## src/rtl/ddr3_tmg_pkg.sv

```systemverilog
package ddr3_tmg_pkg;

  localparam int N_TMG     = 13;
  localparam int BURST_LEN = 8;

  localparam int IX_REFI = 0;
  localparam int IX_RFC  = 1;
  localparam int IX_WR   = 2;
  localparam int IX_RCD  = 3;
  localparam int IX_RP   = 4;
  localparam int IX_RC   = 5;
  localparam int IX_RAS  = 6;
  localparam int IX_RTP  = 7;
  localparam int IX_WTR  = 8;
  localparam int IX_MOD  = 9;
  localparam int IX_RRD  = 10;
  localparam int IX_XP   = 11;
  localparam int IX_CKE  = 12;

  localparam logic [63:0] PS_PER_US_MHZ = 64'd1000000;
  localparam logic [63:0] NS_PER_US_MHZ = 64'd1000;

  typedef enum logic [2:0] {
    ST_IDLE,
    ST_TCK,
    ST_BIN,
    ST_CONV,
    ST_FIN
  } conv_state_e;

  // slots 0..2 are given in ns, the rest in ps
  function automatic logic unit_is_ns(int idx);
    return idx <= IX_WR;
  endfunction

  // refresh interval and write recovery truncate instead of rounding up
  function automatic logic rounds_down(int idx);
    return (idx == IX_REFI) || (idx == IX_WR);
  endfunction

  function automatic logic [63:0] unit_div(int idx);
    return unit_is_ns(idx) ? NS_PER_US_MHZ : PS_PER_US_MHZ;
  endfunction

  // dividend whose truncated quotient gives the wanted rounding
  function automatic logic [63:0] scaled_num(logic [63:0] dur, logic [63:0] mhz, int idx);
    logic [63:0] bias;
    bias = rounds_down(idx) ? 64'd0 : unit_div(idx) - 64'd1;
    return dur * mhz + bias;
  endfunction

endpackage

```

## src/rtl/ddr3_iter_div.sv

```systemverilog
module ddr3_iter_div #(
  parameter int W = 33
) (
  input  logic         clk,
  input  logic         rst_n,
  input  logic         load,
  input  logic [W-1:0] num,
  input  logic [W-1:0] den,
  output logic [W-1:0] quo,
  output logic         idle
);
  localparam int CNT_W = $clog2(W + 1);

  logic [W-1:0]     rem_q, quo_q, den_q;
  logic [CNT_W-1:0] cnt_q;
  logic [W:0]       rem_sh, rem_dif;
  logic             take;

  always_comb begin
    rem_sh  = {rem_q, quo_q[W-1]};
    rem_dif = rem_sh - {1'b0, den_q};
    take    = rem_sh >= {1'b0, den_q};
  end

  always_ff @(posedge clk) begin
    if (!rst_n) begin
      rem_q <= '0;
      quo_q <= '0;
      den_q <= '0;
      cnt_q <= '0;
    end else if (load) begin
      rem_q <= '0;
      quo_q <= num;
      den_q <= den;
      cnt_q <= CNT_W'(W);
    end else if (cnt_q != '0) begin
      rem_q <= take ? rem_dif[W-1:0] : rem_sh[W-1:0];
      quo_q <= {quo_q[W-2:0], take};
      cnt_q <= cnt_q - 1'b1;
    end
  end

  assign quo  = quo_q;
  assign idle = (cnt_q == '0);

  // the last step must leave a remainder below the divisor
  p_rem_below_den_r4: assert property (@(posedge clk) disable iff (!rst_n)
    (cnt_q == CNT_W'(1) && !load) |=> (den_q == '0 || rem_q < den_q));

endmodule

```

## src/rtl/ddr3_bin_lookup.sv

```systemverilog
module ddr3_bin_lookup #(
  parameter int N_BIN = 5,
  parameter int CL_W  = 5,
  parameter int TCK_W = 16,
  parameter int DIV_W = 33
) (
  input  logic [DIV_W-1:0]       tck,
  input  logic [N_BIN*CL_W-1:0]  bin_cl,
  input  logic [N_BIN*CL_W-1:0]  bin_cwl,
  input  logic [N_BIN*TCK_W-1:0] bin_tckmin,
  input  logic [N_BIN*TCK_W-1:0] bin_tckmax,
  output logic                   hit,
  output logic [CL_W-1:0]        cl,
  output logic [CL_W-1:0]        cwl
);
  logic [N_BIN-1:0] match;

  for (genvar b = 0; b < N_BIN; b++) begin : g_win
    assign match[b] = (DIV_W'(bin_tckmin[b*TCK_W +: TCK_W]) <= tck) &&
                      (tck < DIV_W'(bin_tckmax[b*TCK_W +: TCK_W]));
  end

  // scan downward so the lowest matching index wins
  always_comb begin
    cl  = '0;
    cwl = '0;
    for (int b = N_BIN - 1; b >= 0; b--) begin
      if (match[b]) begin
        cl  = bin_cl[b*CL_W +: CL_W];
        cwl = bin_cwl[b*CL_W +: CL_W];
      end
    end
    hit = |match;
  end

endmodule

```

## src/rtl/ddr3_half_fields.sv

```systemverilog
module ddr3_half_fields #(
  parameter int M = 16,
  parameter int W = 16
) (
  input  logic [M*W-1:0] full,
  output logic [M*W-1:0] half
);
  for (genvar i = 0; i < M; i++) begin : g_half
    logic [W:0] inc;
    assign inc = {1'b0, full[i*W +: W]} + 1'b1;
    assign half[i*W +: W] = inc[W:1];
  end
endmodule

```

## src/rtl/ddr3_tmg_conv.sv

```systemverilog
module ddr3_tmg_conv
  import ddr3_tmg_pkg::*;
#(
  parameter int DUR_W  = 20,
  parameter int FREQ_W = 12,
  parameter int CYC_W  = 16,
  parameter int CL_W   = 5,
  parameter int TCK_W  = 16,
  parameter int N_BIN  = 5
) (
  input  logic                     clk,
  input  logic                     rst_n,
  input  logic                     start_i,
  input  logic [FREQ_W-1:0]        freq_mhz_i,
  input  logic [N_TMG*DUR_W-1:0]   dur_i,
  input  logic [N_TMG*CYC_W-1:0]   ckmin_i,
  input  logic [N_BIN*CL_W-1:0]    bin_cl_i,
  input  logic [N_BIN*CL_W-1:0]    bin_cwl_i,
  input  logic [N_BIN*TCK_W-1:0]   bin_tckmin_i,
  input  logic [N_BIN*TCK_W-1:0]   bin_tckmax_i,
  output logic [N_TMG*CYC_W-1:0]   cyc_o,
  output logic [(N_TMG+3)*CYC_W-1:0] half_o,
  output logic [CL_W-1:0]          cl_o,
  output logic [CL_W-1:0]          cwl_o,
  output logic [CL_W-1:0]          cl_half_o,
  output logic [CL_W-1:0]          cwl_half_o,
  output logic [CYC_W-1:0]         ckesr_o,
  output logic [CYC_W-1:0]         wr2rd_o,
  output logic [CYC_W-1:0]         rd2wr_o,
  output logic [CYC_W+3:0]         rasmax_o,
  output logic [CYC_W-6:0]         refi_x32_o,
  output logic [CYC_W-7:0]         rasmax_x1024_o,
  output logic                     done_o,
  output logic                     err_o
);
  localparam int DIV_W = DUR_W + FREQ_W + 1;
  localparam int RAS_W = CYC_W + 4;
  localparam int IDX_W = $clog2(N_TMG);
  localparam int M_HALF = N_TMG + 3;
  localparam logic [DIV_W-1:0] CYC_MAX = DIV_W'({CYC_W{1'b1}});

  conv_state_e         state_q;
  logic [IDX_W-1:0]    idx_q;
  logic [FREQ_W-1:0]   freq_q;
  logic [DIV_W-1:0]    tck_q;
  logic [CL_W-1:0]     cl_q, cwl_q;
  logic [CYC_W-1:0]    res_q [N_TMG];

  logic                div_load, div_idle;
  logic [DIV_W-1:0]    div_num, div_den, div_quo;
  logic                lu_hit;
  logic [CL_W-1:0]     lu_cl, lu_cwl;
  logic [CYC_W-1:0]    quo_sat, ck_floor, res_new;
  logic [CYC_W-1:0]    ckesr_w, wr2rd_w, rd2wr_w;
  logic [RAS_W-1:0]    rasmax_w;
  logic [N_TMG*CYC_W-1:0]  res_flat;
  logic [M_HALF*CYC_W-1:0] full_vec, half_vec;
  logic [CL_W:0]       cl_inc, cwl_inc;
  logic                last_idx;

  function automatic logic [DIV_W-1:0] num_for(int k);
    return DIV_W'(scaled_num(64'(dur_i[k*DUR_W +: DUR_W]), 64'(freq_q), k));
  endfunction

  function automatic logic [DIV_W-1:0] den_for(int k);
    return DIV_W'(unit_div(k));
  endfunction

  ddr3_iter_div #(.W(DIV_W)) u_div (
    .clk  (clk),
    .rst_n(rst_n),
    .load (div_load),
    .num  (div_num),
    .den  (div_den),
    .quo  (div_quo),
    .idle (div_idle)
  );

  ddr3_bin_lookup #(.N_BIN(N_BIN), .CL_W(CL_W), .TCK_W(TCK_W), .DIV_W(DIV_W)) u_lu (
    .tck       (tck_q),
    .bin_cl    (bin_cl_i),
    .bin_cwl   (bin_cwl_i),
    .bin_tckmin(bin_tckmin_i),
    .bin_tckmax(bin_tckmax_i),
    .hit       (lu_hit),
    .cl        (lu_cl),
    .cwl       (lu_cwl)
  );

  // divider control: one load per conversion step
  assign last_idx = (idx_q == IDX_W'(N_TMG - 1));

  always_comb begin
    div_load = 1'b0;
    div_num  = DIV_W'(PS_PER_US_MHZ);
    div_den  = DIV_W'(freq_mhz_i);
    unique case (state_q)
      ST_IDLE: div_load = start_i;
      ST_BIN: begin
        div_load = lu_hit;
        div_num  = num_for(0);
        div_den  = den_for(0);
      end
      ST_CONV: begin
        div_load = div_idle && !last_idx;
        if (!last_idx) begin
          div_num = num_for(int'(idx_q) + 1);
          div_den = den_for(int'(idx_q) + 1);
        end
      end
      default: ;
    endcase
  end

  // saturate and apply the cycle floor
  always_comb begin
    quo_sat  = (div_quo > CYC_MAX) ? {CYC_W{1'b1}} : div_quo[CYC_W-1:0];
    ck_floor = ckmin_i[idx_q*CYC_W +: CYC_W];
    res_new  = (quo_sat > ck_floor) ? quo_sat : ck_floor;
  end

  // derived values from the finished counts
  always_comb begin
    ckesr_w  = res_q[IX_CKE] + 1'b1;
    wr2rd_w  = CYC_W'(BURST_LEN / 2) + CYC_W'(cwl_q) + res_q[IX_WTR];
    rd2wr_w  = CYC_W'(cl_q) + CYC_W'(BURST_LEN / 2 + 2) - CYC_W'(cwl_q);
    rasmax_w = RAS_W'(res_q[IX_REFI]) * RAS_W'(9);
    for (int k = 0; k < N_TMG; k++) res_flat[k*CYC_W +: CYC_W] = res_q[k];
    full_vec = {rd2wr_w, wr2rd_w, ckesr_w, res_flat};
    cl_inc   = {1'b0, cl_q} + 1'b1;
    cwl_inc  = {1'b0, cwl_q} + 1'b1;
  end

  ddr3_half_fields #(.M(M_HALF), .W(CYC_W)) u_half (
    .full(full_vec),
    .half(half_vec)
  );

  always_ff @(posedge clk) begin
    if (!rst_n) begin
      state_q <= ST_IDLE;
      idx_q   <= '0;
      freq_q  <= '0;
      tck_q   <= '0;
      cl_q    <= '0;
      cwl_q   <= '0;
      for (int k = 0; k < N_TMG; k++) res_q[k] <= '0;
      cyc_o          <= '0;
      half_o         <= '0;
      cl_o           <= '0;
      cwl_o          <= '0;
      cl_half_o      <= '0;
      cwl_half_o     <= '0;
      ckesr_o        <= '0;
      wr2rd_o        <= '0;
      rd2wr_o        <= '0;
      rasmax_o       <= '0;
      refi_x32_o     <= '0;
      rasmax_x1024_o <= '0;
      done_o         <= 1'b0;
      err_o          <= 1'b0;
    end else begin
      done_o <= 1'b0;
      err_o  <= 1'b0;
      unique case (state_q)
        ST_IDLE: if (start_i) begin
          freq_q  <= freq_mhz_i;
          state_q <= ST_TCK;
        end
        ST_TCK: if (div_idle) begin
          tck_q   <= div_quo;
          state_q <= ST_BIN;
        end
        ST_BIN: if (lu_hit) begin
          cl_q    <= lu_cl;
          cwl_q   <= lu_cwl;
          idx_q   <= '0;
          state_q <= ST_CONV;
        end else begin
          err_o   <= 1'b1;
          state_q <= ST_IDLE;
        end
        ST_CONV: if (div_idle) begin
          res_q[idx_q] <= res_new;
          if (last_idx) state_q <= ST_FIN;
          else          idx_q   <= idx_q + 1'b1;
        end
        ST_FIN: begin
          cyc_o          <= res_flat;
          half_o         <= half_vec;
          cl_o           <= cl_q;
          cwl_o          <= cwl_q;
          cl_half_o      <= cl_inc[CL_W:1];
          cwl_half_o     <= cwl_inc[CL_W:1];
          ckesr_o        <= ckesr_w;
          wr2rd_o        <= wr2rd_w;
          rd2wr_o        <= rd2wr_w;
          rasmax_o       <= rasmax_w;
          refi_x32_o     <= res_q[IX_REFI][CYC_W-1:5];
          rasmax_x1024_o <= rasmax_w[RAS_W-1:10];
          done_o         <= 1'b1;
          state_q        <= ST_IDLE;
        end
        default: state_q <= ST_IDLE;
      endcase
    end
  end

  p_done_err_excl_r11: assert property (@(posedge clk) disable iff (!rst_n)
    !(done_o && err_o));

  p_done_pulse_r9: assert property (@(posedge clk) disable iff (!rst_n)
    done_o |=> !done_o);

  p_hold_r9: assert property (@(posedge clk) disable iff (!rst_n)
    !done_o |-> ($stable(cyc_o) && $stable(rasmax_o)));

  p_err_keeps_r3: assert property (@(posedge clk) disable iff (!rst_n)
    err_o |-> ($stable(cyc_o) && $stable(cl_o) && $stable(cwl_o)));

  p_load_idle_r4: assert property (@(posedge clk) disable iff (!rst_n)
    div_load |-> div_idle);

endmodule

```

## config.mk

```make
export PLATFORM = sky130hd
export DESIGN_NAME = ddr3_tmg_conv
export DESIGN_NICKNAME = d
export VERILOG_FILES = /design/src/rtl/ddr3_tmg_pkg.sv /design/src/rtl/ddr3_iter_div.sv /design/src/rtl/ddr3_bin_lookup.sv /design/src/rtl/ddr3_half_fields.sv /design/src/rtl/ddr3_tmg_conv.sv
export SDC_FILE = /design/constraint.sdc
export NUM_CORES = 2
export LEC_CHECK = 0
export BUFFER_PORTS_ARGS = -buffer_cell sky130_fd_sc_hd__buf_4
export CORE_AREA = 2 2 497 499
export CTS_BUF_LIST = sky130_fd_sc_hd__clkbuf_4 sky130_fd_sc_hd__clkbuf_8 sky130_fd_sc_hd__clkbuf_16
export DETAILED_ROUTE_END_ITERATION = 10
export DIE_AREA = 0 0 499 501
export PLACE_DENSITY = 0.55
export SYNTH_ARGS = -nofsm -noshare
export SYNTH_HDL_FRONTEND = slang
export SYNTH_SLANG_ARGS = --single-unit
```

## constraint.sdc

```tcl
create_clock -name clk -period 11.5 [get_ports clk]
set_clock_uncertainty 0.1 [all_clocks]
set_input_delay 2.3 -clock clk [delete_from_list [all_inputs] [get_ports clk]]
set_output_delay 2.3 -clock clk [all_outputs]
set_load 0.02 [all_outputs]
```

==> summary.txt <==
Status
  • Outcome: complete, no violations

GRT
  • Pin count of the biggest net entering global routing: ~240
  • Total global routing track utilization: 0.236
  • Antenna violations before repair: 34
  • Total gr overflow: 0
  • Wire length of the first global-routing pass: 436000 um
  • Number of global-route vias before repair: slightly above 60000

Power
  • Power Density: 182 nW/um^2
  • Worst ir drop on vdd: ~0.21 mV
  • Final total power: approximately 15 mW
  • Static leakage: 35.0 nW

Clock network
  • Post-CTS Resized: 0
  • Max H-tree Level: 3
  • Post-cts hold buffer count: 0
  • CTS Buffer Depth: 3
  • Clock tree from TritonCTS: yes
  • Clock edge transition at the registers on the reported setup and hold paths: 0.07 ns
  • Total CTS buffers: 98
  • Latest clock arrival within the worst-skew pair: 0.76 ns
  • Master cell of the clock root buffer: clkbuf_16
  • Number of sinks on the clock net: ~900
  • Setup fix buffers added after clock tree synthesis: 0

Floorplan
  • Die Span X: 499 um
  • Number of core rows: approximately 180
  • Die H: 501 um
  • Boundary pin count: 1268
  • Starting density of the core: 0.281
  • Die Footprint: approximately 250000 sq um
  • Area of the core: roughly 240000 sq um

Final layout
  • Layout cells sized above 1: 0.218
  • Non-filler instance count after layout: 12100
  • Number of nets at the end of the flow: 10200
  • Area growth from synthesis to layout: 23.3%

Timing
  • Slew HR: 0.150
  • Unrepaired setup endpoints after global routing: false
  • Period utilisation layout: 0.906
  • Endpoints failing hold: 0
  • Setup TNS Final: 0 ns
  • Slew Limit Fails: 0
  • Final number of setup-violating endpoints: 0
  • F_max: 96.0 MHz
  • Post-layout minimum cycle time: 10.42 ns
  • Least-Margin Pin Slew: 1.28 ns
  • Final setup margin: 1.08 ns

Place
  • Number of input and output port buffers inserted: 1267
  • Placement Setup Slack: 1.18 ns
  • DPL Wire Length: 244000 um
  • Placer congestion estimate: 0.938
  • Placed Cells: 11900

Synthesis
  • Area fraction of the dominant cell type after synthesis: 0.196
  • Flip-flop cell with the highest count after synthesis: dfxtp_1
  • Post-synthesis sequential area ratio: 0.287
  • Number of different library cells in the post-synthesis netlist: 97
  • Number of warnings printed during yosys synthesis: 0
  • Fraction of synthesis flops using an asynchronous set or reset pin: 0
  • Library cell occupying the most area in the post-synthesis netlist: dfxtp_1
  • Main area contributors after synthesis: dfxtp_1 20%, fa_1 11%, edfxtp_1 9.1%
  • #FFs+latches synth: 882
  • Mean post-synth cell area: 8.80 sq um
  • Netlist area before placement: 68700 sq um
  • Number of enable-type register cells in the synthesized netlist: 208
  • Post-synthesis net count: around 9300
  • Number of instances in the synthesized netlist: 7807

Setup path
  • Start point of the critical path: idx_q[0]
  • Worst flop-to-flop path endpoint: u_div.quo[30]
  • Highest-delay cell along the critical path: nor2_1
  • Most frequent cell on the critical path: fa_1
  • CP Max Fanout: 47
  • Worst-case register-to-register setup slack: 1.08 ns
  • Delay of the slowest cell on the worst path: 0.79 ns
  • Kind of launch point of the worst setup path: register
  • Critical path class: register to register
  • Data arrival time of the worst path: 10.94 ns
  • Crit Reg-Reg Startpoint: idx_q[0]
  • Register-to-Register Path Depth: 31
  • Required time worst endpoint: 12.02 ns
  • Kind of end point of the critical path: register

Route
  • Average wire per standard cell: 25.4 um
  • Antenna viol nets, final: 0
  • Number of vias after detailed routing: 62200
  • Total iterations of the first detailed-routing run: 7
  • Number of remaining DRC errors: 0
  • Initial DRC Count: slightly below 5000
  • Average vias per placed instance: 5.16
  • Wirelength, routed: around 310000 um

Hold path
  • Hold Startpoint: half_o[191]
  • Hold depth: 2
  • Hold EP: half_o[191]
  • Path type of the worst min-delay path: register to register

Flow run
  • Count of maximum capacitance violations: 0
-- how the worst max path moves through the flow --
stage / endpoint / slack [ns] / cells past startpoint
floorplan: u_div.quo[26] / 2.02 / 33
global placement: u_div.quo[30] / 1.13 / 29
detailed placement: u_div.quo[30] / 1.18 / 29
CTS: u_div.quo[30] / 1.17 / 33
global route: u_div.quo[30] / 0.32 / 33
finish: u_div.quo[30] / 1.08 / 31
-- cell families after synthesis --
family,after synthesis,share of synthesized area
other,1,0.0000546
flip-flops,882,0.287
multiplexers,434,0.104
AO/OA/AOI/OAI,1453,0.135
buffers and inverters,1184,0.0713
adder cells (fa/ha/maj),804,0.188
AND/OR/NAND/NOR,2749,0.176
XOR/XNOR,300,0.0383
-- power by group --
part	leakage (nW)	internal [mW]	switching, mW
clock network	1.80	2.06	1.46
logic	25.7	3.07	5.17
registers	7.53	3.37	0.297
-- cell usage in the layout, fill, tap and decap left out, types with 169 or more instances in the layout --
master and n:
fa_1 381, edfxtp_1 208, a211oi_1 290, buf_4 1389
nor2_1 661, inv_1 618, dfxtp_1 658, o21ai_0 211
ha_1 420, mux4_2 220, nand2_1 1326, a21oi_1 571
and2_1 169
-- worst max-delay path: cells and delay by family (launching register included) --
family          cells  cell delay (ns)
compound gates     11             2.29
xor+xnor            1             0.53
fa+ha+maj           8             3.74
buf+inv             5             0.70
flops               1             0.70
mux                 1             0.21
simple gates        5             2.01
-- per-stage QoR --
step	hold slack (ns)	area, sq um	utilization
after floorplan	0.332	68700	-
after global placement	0.339	81000	0.331
after detailed placement	0.345	81000	0.331
after CTS	0.353	84600	0.346
after global routing	0.367	84600	0.346
final	0.350	84700	0.346
-- final cells by class --
class | instances | area [sq um]
fill | 25300 | 160000
multi-input combinational | 5741 | 44400
sequential | 882 | 19800
timing repair buffer | 1391 | 10500
tap | 3220 | 4030
clock buffer | 135 | 2890
inverter | 623 | 2350
clock inverter | 50 | 752
antenna | 20 | 50.0
-- flip-flops by register name (all words and copies together), names as in the netlist, 6 cells and up --
| register | flops |
|---|---|
| cyc_o | 208 |
| freq_q | 12 |
| half_o | 256 |
| rasmax_o | 17 |
| rd2wr_o | 7 |
| res_q | 208 |
| tck_q | 33 |
| u_div.cnt_q | 6 |
| u_div.den_q | 13 |
| u_div.quo | 33 |
| u_div.rem_q | 33 |
| wr2rd_o | 16 |
-- layer usage --
metal | track usage | share of wire
met5 | 0 | 0.00026
met4 | 0.113 | 0.052
met3 | 0.0491 | 0.073
met2 | 0.402 | 0.48
met1 | 0.282 | 0.39
-- synth_stat cells (171+ instances only) --
cell and instances:
a211oi_1 290, a21oi_1 571, and2_1 171, clkbuf_1 364, dfxtp_1 674, edfxtp_1 208
fa_1 381, ha_1 423, inv_1 618, mux2i_1 177, mux4_2 220, nand2_1 1328
nor2_1 661, o21ai_0 211
No activity file was read; power rests on OpenSTA's default activity.
